**config.mk**
```make
export PLATFORM = sky130hd
export DESIGN_NAME = gpio_bank_regs
export DESIGN_NICKNAME = d
export VERILOG_FILES = /design/src/rtl/gpio_bank_pkg.sv /design/src/rtl/gpio_bank_sync.sv /design/src/rtl/gpio_bank_blink.sv /design/src/rtl/gpio_bank_csr.sv /design/src/rtl/gpio_bank_rdmux.sv /design/src/rtl/gpio_bank_regs.sv
export SDC_FILE = /design/constraint.sdc
export NUM_CORES = 1
export LEC_CHECK = 0
export BUFFER_PORTS_ARGS = -buffer_cell sky130_fd_sc_hd__buf_2
export CORE_ASPECT_RATIO = 1.4
export CORE_MARGIN = 10
export CORE_UTILIZATION = 29
export CTS_CLUSTER_SIZE = 12
export DETAILED_ROUTE_END_ITERATION = 8
export PLACE_DENSITY_LB_ADDON = 0.12
export SYNTH_ARGS = -nofsm -noshare
export SYNTH_HDL_FRONTEND = slang
export SYNTH_SLANG_ARGS = --single-unit
export TNS_END_PERCENT = 5
```
**constraint.sdc**
```tcl
create_clock -name clk -period 9.91 [get_ports clk]
set_clock_uncertainty 0.15 [all_clocks]
set_input_delay 0.4955 -clock clk [delete_from_list [all_inputs] [get_ports clk]]
set_output_delay 0.4955 -clock clk [all_outputs]
set_load 0.05 [all_outputs]
```
**src/rtl/gpio_bank_pkg.sv**
```systemverilog
// Shared definitions for the GPIO bank register port.
// Assumes a byte-addressed bus with 32-bit data and word-aligned registers.
package gpio_bank_pkg;

    localparam int BUS_DW = 32;

    // Register byte offsets; software decodes these, so they are fixed.
    localparam logic [31:0] OFF_LATCH = 32'h00;
    localparam logic [31:0] OFF_DIR   = 32'h04;
    localparam logic [31:0] OFF_BLINK = 32'h08;
    localparam logic [31:0] OFF_POL   = 32'h0C;
    localparam logic [31:0] OFF_DIN   = 32'h10;

    // Number of writable control registers.
    localparam int NUM_CTRL = 4;

    typedef enum logic [2:0] {
        SEL_NONE  = 3'd0,
        SEL_LATCH = 3'd1,
        SEL_DIR   = 3'd2,
        SEL_BLINK = 3'd3,
        SEL_POL   = 3'd4,
        SEL_DIN   = 3'd5
    } reg_sel_e;

    // Map a zero-extended byte address to a register select.
    function automatic reg_sel_e decode_addr(input logic [31:0] a);
        reg_sel_e s;
        case (a)
            OFF_LATCH: s = SEL_LATCH;
            OFF_DIR:   s = SEL_DIR;
            OFF_BLINK: s = SEL_BLINK;
            OFF_POL:   s = SEL_POL;
            OFF_DIN:   s = SEL_DIN;
            default:   s = SEL_NONE;
        endcase
        return s;
    endfunction

    // Select code of writable control register k.
    function automatic reg_sel_e ctrl_sel(input int k);
        reg_sel_e s;
        case (k)
            0:       s = SEL_LATCH;
            1:       s = SEL_DIR;
            2:       s = SEL_BLINK;
            default: s = SEL_POL;
        endcase
        return s;
    endfunction

endpackage

```
**src/rtl/gpio_bank_sync.sv**
```systemverilog
// Multi-stage synchronizer, one chain per bit.
// Assumes each bit is an independent level; no bus coherency is implied.
module gpio_bank_sync #(
    parameter int WIDTH  = 32,
    parameter int STAGES = 2
) (
    input  logic             clk,
    input  logic             rst_n,
    input  logic [WIDTH-1:0] async_in,
    output logic [WIDTH-1:0] sync_out
);
    logic [WIDTH-1:0] stage_q [STAGES];

    genvar s;
    generate
        for (s = 0; s < STAGES; s++) begin : g_stage
            if (s == 0) begin : g_first
                // First stage samples the raw pad levels.
                always_ff @(posedge clk) begin
                    if (!rst_n) stage_q[s] <= '0;
                    else        stage_q[s] <= async_in;
                end
            end else begin : g_next
                // Later stages resolve metastability.
                always_ff @(posedge clk) begin
                    if (!rst_n) stage_q[s] <= '0;
                    else        stage_q[s] <= stage_q[s-1];
                end
            end
        end
    endgenerate

    assign sync_out = stage_q[STAGES-1];
endmodule

```
**src/rtl/gpio_bank_blink.sv**
```systemverilog
// Free-running blink phase generator shared by every pin of the bank.
// Assumes HALF >= 2; the phase inverts every HALF clock edges after reset.
module gpio_bank_blink #(
    parameter int HALF = 16
) (
    input  logic clk,
    input  logic rst_n,
    output logic phase
);
    localparam int CW = (HALF > 2) ? $clog2(HALF) : 1;
    localparam logic [CW-1:0] LAST = CW'(HALF - 1);

    logic [CW-1:0] cnt_q;
    logic          phase_q;

    // Count through one half-period and invert the phase on wrap.
    always_ff @(posedge clk) begin
        if (!rst_n) begin
            cnt_q   <= '0;
            phase_q <= 1'b0;
        end else if (cnt_q == LAST) begin
            cnt_q   <= '0;
            phase_q <= ~phase_q;
        end else begin
            cnt_q   <= cnt_q + 1'b1;
        end
    end

    assign phase = phase_q;
endmodule

```
**src/rtl/gpio_bank_csr.sv**
```systemverilog
// Writable control registers of the bank: latch, direction, blink, polarity.
// Assumes sel is already decoded; SEL_DIN and SEL_NONE write nothing.
module gpio_bank_csr
    import gpio_bank_pkg::*;
#(
    parameter int NUM_PINS = 32
) (
    input  logic                clk,
    input  logic                rst_n,
    input  logic                wr_en,
    input  reg_sel_e            sel,
    input  logic [NUM_PINS-1:0] wdata,
    output logic [NUM_PINS-1:0] latch,
    output logic [NUM_PINS-1:0] dir,
    output logic [NUM_PINS-1:0] blink,
    output logic [NUM_PINS-1:0] pol
);
    logic [NUM_PINS-1:0] ctrl_q [NUM_CTRL];

    genvar k;
    generate
        for (k = 0; k < NUM_CTRL; k++) begin : g_reg
            localparam reg_sel_e MY_SEL = ctrl_sel(k);
            localparam logic [NUM_PINS-1:0] RST_VAL =
                (MY_SEL == SEL_DIR) ? {NUM_PINS{1'b1}} : '0;
            // Load the whole register on a matching write.
            always_ff @(posedge clk) begin
                if (!rst_n)                        ctrl_q[k] <= RST_VAL;
                else if (wr_en && sel == MY_SEL)   ctrl_q[k] <= wdata;
            end
        end
    endgenerate

    assign latch = ctrl_q[0];
    assign dir   = ctrl_q[1];
    assign blink = ctrl_q[2];
    assign pol   = ctrl_q[3];
endmodule

```
**src/rtl/gpio_bank_rdmux.sv**
```systemverilog
// Registered read multiplexer; returns zero when idle or unmapped.
// Assumes NUM_PINS <= BUS_DW; upper bits read as zero.
module gpio_bank_rdmux
    import gpio_bank_pkg::*;
#(
    parameter int NUM_PINS = 32
) (
    input  logic                clk,
    input  logic                rst_n,
    input  logic                rd_en,
    input  reg_sel_e            sel,
    input  logic [NUM_PINS-1:0] latch,
    input  logic [NUM_PINS-1:0] dir,
    input  logic [NUM_PINS-1:0] blink,
    input  logic [NUM_PINS-1:0] pol,
    input  logic [NUM_PINS-1:0] din,
    output logic [BUS_DW-1:0]   rdata
);
    logic [NUM_PINS-1:0] pick;
    logic [BUS_DW-1:0]   rdata_q;

    // Choose the addressed register.
    always_comb begin
        case (sel)
            SEL_LATCH: pick = latch;
            SEL_DIR:   pick = dir;
            SEL_BLINK: pick = blink;
            SEL_POL:   pick = pol;
            SEL_DIN:   pick = din;
            default:   pick = '0;
        endcase
    end

    // Capture on a read strobe, otherwise return to zero.
    always_ff @(posedge clk) begin
        if (!rst_n)     rdata_q <= '0;
        else if (rd_en) rdata_q <= BUS_DW'(pick);
        else            rdata_q <= '0;
    end

    assign rdata = rdata_q;
endmodule

```
**src/rtl/gpio_bank_regs.sv**
```systemverilog
// GPIO bank register port: control registers, pad drive and data-in path.
// Assumes a single clock domain for the bus; pad inputs are asynchronous.
module gpio_bank_regs
    import gpio_bank_pkg::*;
#(
    parameter int NUM_PINS   = 32,
    parameter int ADDR_W     = 8,
    parameter int BLINK_HALF = 16,
    parameter int SYNC_DEPTH = 2
) (
    input  logic                clk,
    input  logic                rst_n,
    input  logic [ADDR_W-1:0]   bus_addr,
    input  logic                bus_wr,
    input  logic [31:0]         bus_wdata,
    input  logic                bus_rd,
    output logic [31:0]         bus_rdata,
    output logic [NUM_PINS-1:0] pad_out,
    output logic [NUM_PINS-1:0] pad_oe,
    input  logic [NUM_PINS-1:0] pad_in
);
    reg_sel_e            sel;
    logic [NUM_PINS-1:0] latch, dir, blink, pol, pad_sync, din;
    logic                phase;

    assign sel = decode_addr(32'(bus_addr));

    gpio_bank_csr #(.NUM_PINS(NUM_PINS)) u_csr (
        .clk   (clk),
        .rst_n (rst_n),
        .wr_en (bus_wr),
        .sel   (sel),
        .wdata (bus_wdata[NUM_PINS-1:0]),
        .latch (latch),
        .dir   (dir),
        .blink (blink),
        .pol   (pol)
    );

    gpio_bank_sync #(.WIDTH(NUM_PINS), .STAGES(SYNC_DEPTH)) u_sync (
        .clk      (clk),
        .rst_n    (rst_n),
        .async_in (pad_in),
        .sync_out (pad_sync)
    );

    gpio_bank_blink #(.HALF(BLINK_HALF)) u_blink (
        .clk   (clk),
        .rst_n (rst_n),
        .phase (phase)
    );

    // Apply the per-pin polarity to the synchronized levels.
    always_comb din = pad_sync ^ pol;

    // Drive the pads: blinking pins follow the shared phase.
    always_comb begin
        pad_out = latch ^ (blink & {NUM_PINS{phase}});
        pad_oe  = ~dir;
    end

    gpio_bank_rdmux #(.NUM_PINS(NUM_PINS)) u_rdmux (
        .clk   (clk),
        .rst_n (rst_n),
        .rd_en (bus_rd),
        .sel   (sel),
        .latch (latch),
        .dir   (dir),
        .blink (blink),
        .pol   (pol),
        .din   (din),
        .rdata (bus_rdata)
    );
endmodule

```
Word-level counts from Yosys, hierarchy flattened --
Memory sizes are Yosys's and may differ from the RTL's. Index checks and enable logic that the tools add are counted.
Operators by class: add/sub/neg operators 1, equality and inequality tests 10, multiplexer cells 22, bitwise logic cells 12, reduce and logical (&&, ||, !) cells 7
Operators with widths (count):
- $mux W32 | 6
- $pmux W32 S5 | 1
- $xor A32 B32 Y32 | 2
- $and A32 B32 Y32 | 1
- $not A32 Y32 | 1
- $eq A8 B4 Y1 const B | 2
- $pmux W3 S5 | 1
- $mux W1 | 14
- $eq A8 B3 Y1 const B | 1
- $eq A8 B5 Y1 const B | 1
- $logic_not A8 Y1 | 1
- $eq A3 B2 Y1 const B | 2
- $eq A3 B3 Y1 const B | 2
- $or A1 B1 Y1 | 6
- $add A4 B1 Y4 const B | 1
- $eq A4 B4 Y1 const B | 1
- $logic_and A1 B1 Y1 | 4
- $eq A3 B1 Y1 const B | 1
- $not A1 Y1 | 2
- $reduce_and A2 Y1 | 1
- $reduce_or A2 Y1 | 1
Word-level totals: register bits 37, RAM bits 192, input bits 76, output and inout port bits 96, word-level logic and storage cells 57, memories 2
Memories:
- u_csr.ctrl_q | depth 4, bits a word 32, rd ports 4, clocked after memory_dff 0, write ports 4, line gpio_bank_csr.sv:18 | logic [NUM_PINS-1:0] ctrl_q [NUM_CTRL];
- u_sync.stage_q | depth 2, bits a word 32, rd ports 2, clocked after memory_dff 0, write ports 2, line gpio_bank_sync.sv:12 | logic [WIDTH-1:0] stage_q [STAGES];

Longest topological paths before layout --
Gate-level depths: netlist of run 1.
depth in word-level cells 8, depth in mapped cells 6, mapped depth without buffers 4

Cells and area by module --
From an unflattened synthesis of run 1, not the netlist that was laid out.
Unflattened totals: cells, all modules 779, area total of the unflattened synthesis 9710.6 sq um
By module, submodules not included:
- gpio_bank_csr | times used 1, cells an instance 295, area an instance 4888.4 sq um, seq. area each 3843.7 sq um
- gpio_bank_rdmux | times used 1, cells an instance 194, area an instance 1959.4 sq um, seq. area each 640.6 sq um
- gpio_bank_sync | times used 1, cells an instance 134, area an instance 1791.7 sq um, seq. area each 1281.2 sq um
- gpio_bank_regs | times used 1, cells an instance 138, area an instance 877.1 sq um, seq. area each 0.0 sq um
- gpio_bank_blink | times used 1, cells an instance 18, area an instance 193.9 sq um, seq. area each 100.1 sq um

Worst setup path after synthesis of run 1 --
Ideal clock, no wire load.
path kind input to register, start input port bus_addr[2], end memory u_csr.ctrl_q[1][0] (enable), setup time 0.466 ns, data arrival time 3.394 ns, required time 9.294 ns, path slack 5.901 ns, stages 5, path buffers 3, path through clkbuf_1 -> buf_2 -> buf_2 -> nand2b_1 -> o21ai_0
RTL lines:
- start: declaration | line gpio_bank_regs.sv:13 | input logic [ADDR_W-1:0] bus_addr,
- end: declaration | line gpio_bank_csr.sv:18

==> results.json, run 1 <==
{
  "cts_tree": "built",
  "cts_sinks": 229,
  "max_slew_margin_pct": 13.9,
  "ctsLongestPathBuffers": 3,
  "r2r_start": "u_blink.phase$_SDFFE_PN0P_",
  "hold_viol": 0,
  "dr.pass1.iters": 6,
  "drv_slew": 0,
  "setup_ws_ns": 6.94,
  "grt_pass1_wl_mm": 43.1,
  "placed_cells": 1435,
  "fin_crit_sh_pct": 29.9,
  "track_usage_pct": 13.1,
  "worstSkewPairLatency_ns": 0.52,
  "crit_chain": "buf_2 > buf_4 > nand2_2 > o21ai_4 > buf_4",
  "syn-num-nets": 950,
  "vias_per_cell": 4.53,
  "pin_count": 172,
  "async_flop_share_pct": 0,
  "hold_path.class": "in2reg",
  "p_per_area_nw_per_um2": 180,
  "final_core_util_pct": 35.1,
  "critPathMaxFanout": 70,
  "status": "finished, final reports clean",
  "ys.flop_type": "edfxtp_1",
  "antenna_found_initial": 1,
  "drive_above_1_share_pct": 25.8,
  "cts_resized": 0,
  "synth_edf_count": 128,
  "p_comb_share_pct": 9.7,
  "worst_slew_pin_slew_ns": 1.29,
  "hold_start": "pad_in[5]",
  "diodes": 0,
  "core_area_um2": 33900,
  "routedWlPerCell_um": 19.0,
  "ys_seq_area_share_pct": 59.1,
  "pwr-share-seq_pct": 50.0,
  "p_leak_nw": 4.62,
  "post-route-min-period_ns": 2.97,
  "io_buffers": 171,
  "slowest_stage": "nand2_2",
  "die-area_um2": 42100,
  "drcViolationCount": 0,
  "p_int_mw": 1.60,
  "synth.distinct_cells": 30,
  "htree_levels": 1,
  "synth.cell_area_um2": 9930,
  "ant_nets": 0,
  "nNetsFinal": 1089,
  "setup_viol": 0,
  "grt_max_degree": 101,
  "instances_no_fill": 1480,
  "synthCells": 873,
  "fmax_mhz": 337,
  "criticalPathCategory": "in2reg",
  "crit_family": "buffers and inverters",
  "vias": 6703,
  "setup.worst_path.end_class": "flip-flop",
  "p_switching_uw": 539,
  "cts-root-buf": "clkbuf_16",
  "path_common_cell": "buf_4",
  "die_x_um": 176,
  "drtIter0Drc": 404,
  "place_ws_ns": 6.34,
  "peakVddDrop_mv": 0.0880,
  "crit_start": "bus_addr[2]",
  "critPathArrivalTime_ns": 3.00,
  "ys_seq_elements": 229,
  "place.gp.congestion": 0.731,
  "rsz0062_at_grt": "false",
  "gr-total-overflow": 0,
  "p_total_mw": 2.14,
  "cts_setup_buffers": 0,
  "grt_pass1_vias": 7210,
  "cts.clk_slew.worst_paths_ns": 0.06,
  "ys_warn_count": 0,
  "p_clk_share_pct": 40.3,
  "max_stage_delay_ns": 0.72,
  "p_sw_share_pct": 25.2,
  "routed_wl_mm": 28.1,
  "layout.cells.most_common": "buf_2",
  "dp_hpwl_mm": 18.3,
  "area_growth_pct": 20.0,
  "start_util_pct": 29.3,
  "required_ns": 9.94,
  "fin_setup_tns_ns": 0,
  "max_cap_violations": 0,
  "die_h_um": 239,
  "numCtsBuffers": 25,
  "path_buf_inv": 3,
  "rows": 80,
  "cp-start-kind": "input port",
  "syn_area_per_cell_um2": 11.4,
  "final_cell_mix": "buf_2, edfxtp_1, dfxtp_1"
}
[power groups by stage]
stage               sequential [mW]  combinational, mW  clock (mW)
finish                         1.07              0.208       0.863
global placement               1.09              0.211           0
global route                   1.07              0.227       0.931
detailed placement             1.09              0.212           0
CTS                            1.07              0.214       0.893
floorplan                      1.08              0.149           0
[cell usage after synthesis, drive strengths merged, types with 4 or more instances]
master	number	area, µm²
clkbuf	41	154
o21ai	6	30.0
inv	65	244
buf	28	163
nand2	34	128
nand2b	34	213
nand4b	4	35.0
a21oi	65	325
nor3	96	681
edfxtp	128	3840
xnor2	65	569
mux2i	32	320
a211o	64	561
and2	67	419
dfxtp	101	2020
nor2	33	124
[metrics by stage]
| step | area, µm² | hold WS, ns |
|---|---|---|
| after floorplan | 9930 | 0.262 |
| after global placement | 11200 | 0.266 |
| after detailed placement | 11200 | 0.267 |
| after CTS | 11900 | 0.00156 |
| after global routing | 11900 | 0.00880 |
| final | 11900 | 0.0284 |
[worst paths after layout]
| kind | slack, ns | cells past startpoint | endpoint |
|---|---|---|---|
| worst max-delay path | 6.94 | 5 | u_csr.ctrl_q[3][28]$_SDFFCE_PN0P_ |
| worst min-delay path | 0.03 | 2 | u_sync.stage_q[0][5]$_SDFF_PN0_ |
| worst min register to register | 0.28 | 1 | u_sync.stage_q[1][22]$_SDFF_PN0_ |
| worst max register to register | 8.45 | 2 | u_blink.phase$_SDFFE_PN0P_ |
[routing by layer]
metal | track usage, % | share of wire, % | vias to the layer above
met5 | 0 | 0.025 | -
met3 | 2.73 | 5.2 | 38
met1 | 15.5 | 42 | 3243
met2 | 23.3 | 51 | 153
li1 | - | - | 3267
met4 | 3.85 | 1.7 | 2
[kinds of logic (layout without fill, tap and decap cells)]
logic type	after synthesis	after routing	synth area share [%]
AND/OR/NAND/NOR	275	275	16.8
flip-flops	229	229	59.1
AO/OA/AOI/OAI	136	136	9.30
buffers and inverters	134	290	5.65
XOR/XNOR	66	66	5.82
multiplexers	32	32	3.23
adder cells (fa/ha/maj)	1	1	0.126
[timing repair]
item,4_1_cts,5_1_grt
hold buffers,1,0
endpoints found under the hold margin,1,0
endpoints found under the setup margin,0,0
[cell type report]
class,instances,area (µm²)
Sequential cell,229,5870
Clock inverter,7,35.0
Multi-Input combinational cell,510,3550
Tap cell,451,564
Timing Repair Buffer,181,938
Inverter,65,244
Clock buffer,37,711
Fill cell,3441,22000
[sequential cells by signal (all words and copies together), names as in the netlist]
signal,cells
u_blink.cnt_q,4
u_blink.phase,1
u_csr.ctrl_q,128
u_rdmux.rdata,32
u_sync.stage_q,64
No activity file was read; power rests on OpenSTA's default activity.
==> run 2, diff against run 1 <==
==> constraint.sdc (replaced) <==
create_clock -name clk -period 2.5 [get_ports clk]
set_clock_uncertainty 0.15 [all_clocks]
set_input_delay 0.125 -clock clk [delete_from_list [all_inputs] [get_ports clk]]
set_output_delay 0.125 -clock clk [all_outputs]
set_load 0.05 [all_outputs]
==> run 2 against run 1 <==
Effect of this change:
- critical path depth down 1
- non-clock buffer count up 86
- clock power rose to 4.1 times the previous value
- power rose to 4.1 times the previous value
- wire length up 5.3%
- via count up 5.3%
- count of clock-buffer cells in the layout up 2
- sequential power rose to 4.0 times the previous value
- core utilization up 2.8 points
- sequential share of layout area down 3.6 points
- worst hold slack better by 0.029 ns
- first-iteration DRC count down 18%
==> results.json, run 2 (synthesis gave the netlist of run 1 again) <==
{
  "cp-start-kind": "flip-flop",
  "area_growth_pct": 29.4,
  "vias": 7055,
  "largest_register_ffs": 128,
  "place.gp.congestion": 0.730,
  "reg2regPathDepth": 4,
  "layout.cells.most_common": "buf_2",
  "ant_nets": 0,
  "die_x_um": 176,
  "diodes": 0,
  "place_ws_ns": 0.436,
  "ctsLongestPathBuffers": 3,
  "fmax_mhz": 460,
  "p_per_area_nw_per_um2": 679,
  "track_usage_pct": 14.0,
  "instances_no_fill": 1567,
  "max_cap_violations": 0,
  "nNetsFinal": 1175,
  "placed_cells": 1453,
  "r2r_start": "u_blink.cnt_q[0]$_SDFF_PP0_",
  "cts_tree": "built",
  "fin_setup_tns_ns": 0,
  "fin_crit_sh_pct": 87.0,
  "final_core_util_pct": 37.9,
  "setup.worst_path.end_class": "output port",
  "drv_slew": 0,
  "die_h_um": 239,
  "dp_hpwl_mm": 18.7,
  "pin_count": 172,
  "cts-root-buf": "clkbuf_16",
  "p_leak_nw": 5.04,
  "routedWlPerCell_um": 18.9,
  "drive_above_1_share_pct": 25.4,
  "status": "finished, final reports clean",
  "core_area_um2": 33900,
  "holdPathStages": 4,
  "r2r_end": "u_blink.phase$_SDFFE_PN0P_",
  "worst_slew_pin_slew_ns": 0.553,
  "required_ns": 2.23,
  "hold_start": "bus_addr[5]",
  "vias_per_cell": 4.50,
  "htree_levels": 1,
  "setup_viol": 0,
  "max_slew_margin_pct": 63.1,
  "max_stage_delay_ns": 0.35,
  "cts_setup_buffers": 0,
  "critPathMaxFanout": 15,
  "post-route-min-period_ns": 2.17,
  "rows": 80,
  "grt_pass1_vias": 7748,
  "worstSkewPairLatency_ns": 0.53,
  "cts_sinks": 229,
  "holdPathEnd": "u_rdmux.rdata[22]$_SDFF_PN0_",
  "top_register": "u_csr.ctrl_q",
  "grt_pass1_wl_mm": 46.0,
  "hold_viol": 0,
  "n_fill_cell": 3375,
  "criticalPathCategory": "reg2out",
  "cts_resized": 0,
  "cts.clk_slew.worst_paths_ns": 0.06,
  "peakVddDrop_mv": 0.364,
  "critPathArrivalTime_ns": 1.90,
  "routed_wl_mm": 29.6,
  "dr.pass1.iters": 6,
  "io_buffers": 171,
  "drcViolationCount": 0,
  "crit_chain": "buf_4 > nand2_1 > xnor2_1 > buf_2",
  "slowest_stage": "dfxtp_2",
  "setup_ws_ns": 0.326,
  "numCtsBuffers": 25,
  "grt_max_degree": 53,
  "final_cell_mix": "buf_2, edfxtp_1, dfxtp_1",
  "hold_path.class": "in2reg",
  "die-area_um2": 42100,
  "reg2reg_setup_slack_ns": 1.21,
  "gr-total-overflow": 0,
  "rsz0062_at_grt": "false",
  "start_util_pct": 29.3,
  "antenna_found_initial": 0,
  "drtIter0Drc": 330
}
run 2: cell type report:
type | instances | area (µm²) | share of cell area (%)
Tap cell | 451 | 564 | 4.39
Sequential cell | 229 | 5870 | 45.7
Timing Repair Buffer | 267 | 1840 | 14.4
Inverter | 65 | 244 | 1.90
Multi-Input combinational cell | 510 | 3550 | 27.6
Clock inverter | 6 | 28.8 | 0.224
Clock buffer | 39 | 748 | 5.82
run 2: power by group:
part           switching [mW]  internal [mW]  leakage (nW)
Combinational           0.601          0.348          2.59
Sequential             0.0934           4.13          2.06
Clock                    1.50           2.04         0.388
Total                    2.20           6.52          5.04
run 2: critical path, delay by kind of cell (launching register included):
family	cells	cell delay [ns]
buffers and inverters	2	0.61
flip-flops	1	0.35
AND/OR/NAND/NOR	1	0.10
XOR/XNOR	1	0.31
run 2: layer usage:
layer / vias up / track usage [%] / part of all wire, %
li1: 3443 / - / -
met1: 3422 / 16.8 / 43
met2: 156 / 25.0 / 51
met3: 34 / 2.51 / 4.4
met4: 0 / 3.47 / 1.5
met5: - / 0 / 0
run 2: worst max-delay path by stage:
stage,to,cells past startpoint,slack (ns),startpoint
floorplan,u_csr.ctrl_q[0][0]$_SDFFCE_PN0P_,3,-0.24,bus_addr[7]
global placement,u_csr.ctrl_q[1][3]$_SDFFCE_PN1P_,6,0.44,bus_addr[7]
detailed placement,u_csr.ctrl_q[1][12]$_SDFFCE_PN1P_,6,0.44,bus_addr[7]
CTS,pad_out[10],4,0.27,u_blink.phase$_SDFFE_PN0P_
global route,pad_out[30],4,0.29,u_blink.phase$_SDFFE_PN0P_
finish,pad_out[10],4,0.33,u_blink.phase$_SDFFE_PN0P_
run 2: repair_timing:
item | CTS | global route
endpoints found under the setup margin | 0 | 0
endpoints found under the hold margin | 178 | 0
hold buffers | 69 | 0
run 2: per-stage QoR:
step                      total power, mW  hold WS (ns)  cell area [µm²]
after floorplan                      4.88         0.102             9930
after global placement               5.19         0.183            11400
after detailed placement             5.19         0.184            11400
after CTS                            8.87        0.0284            12800
after global routing                 9.09        0.0869            12800
final                                8.72        0.0576            12800
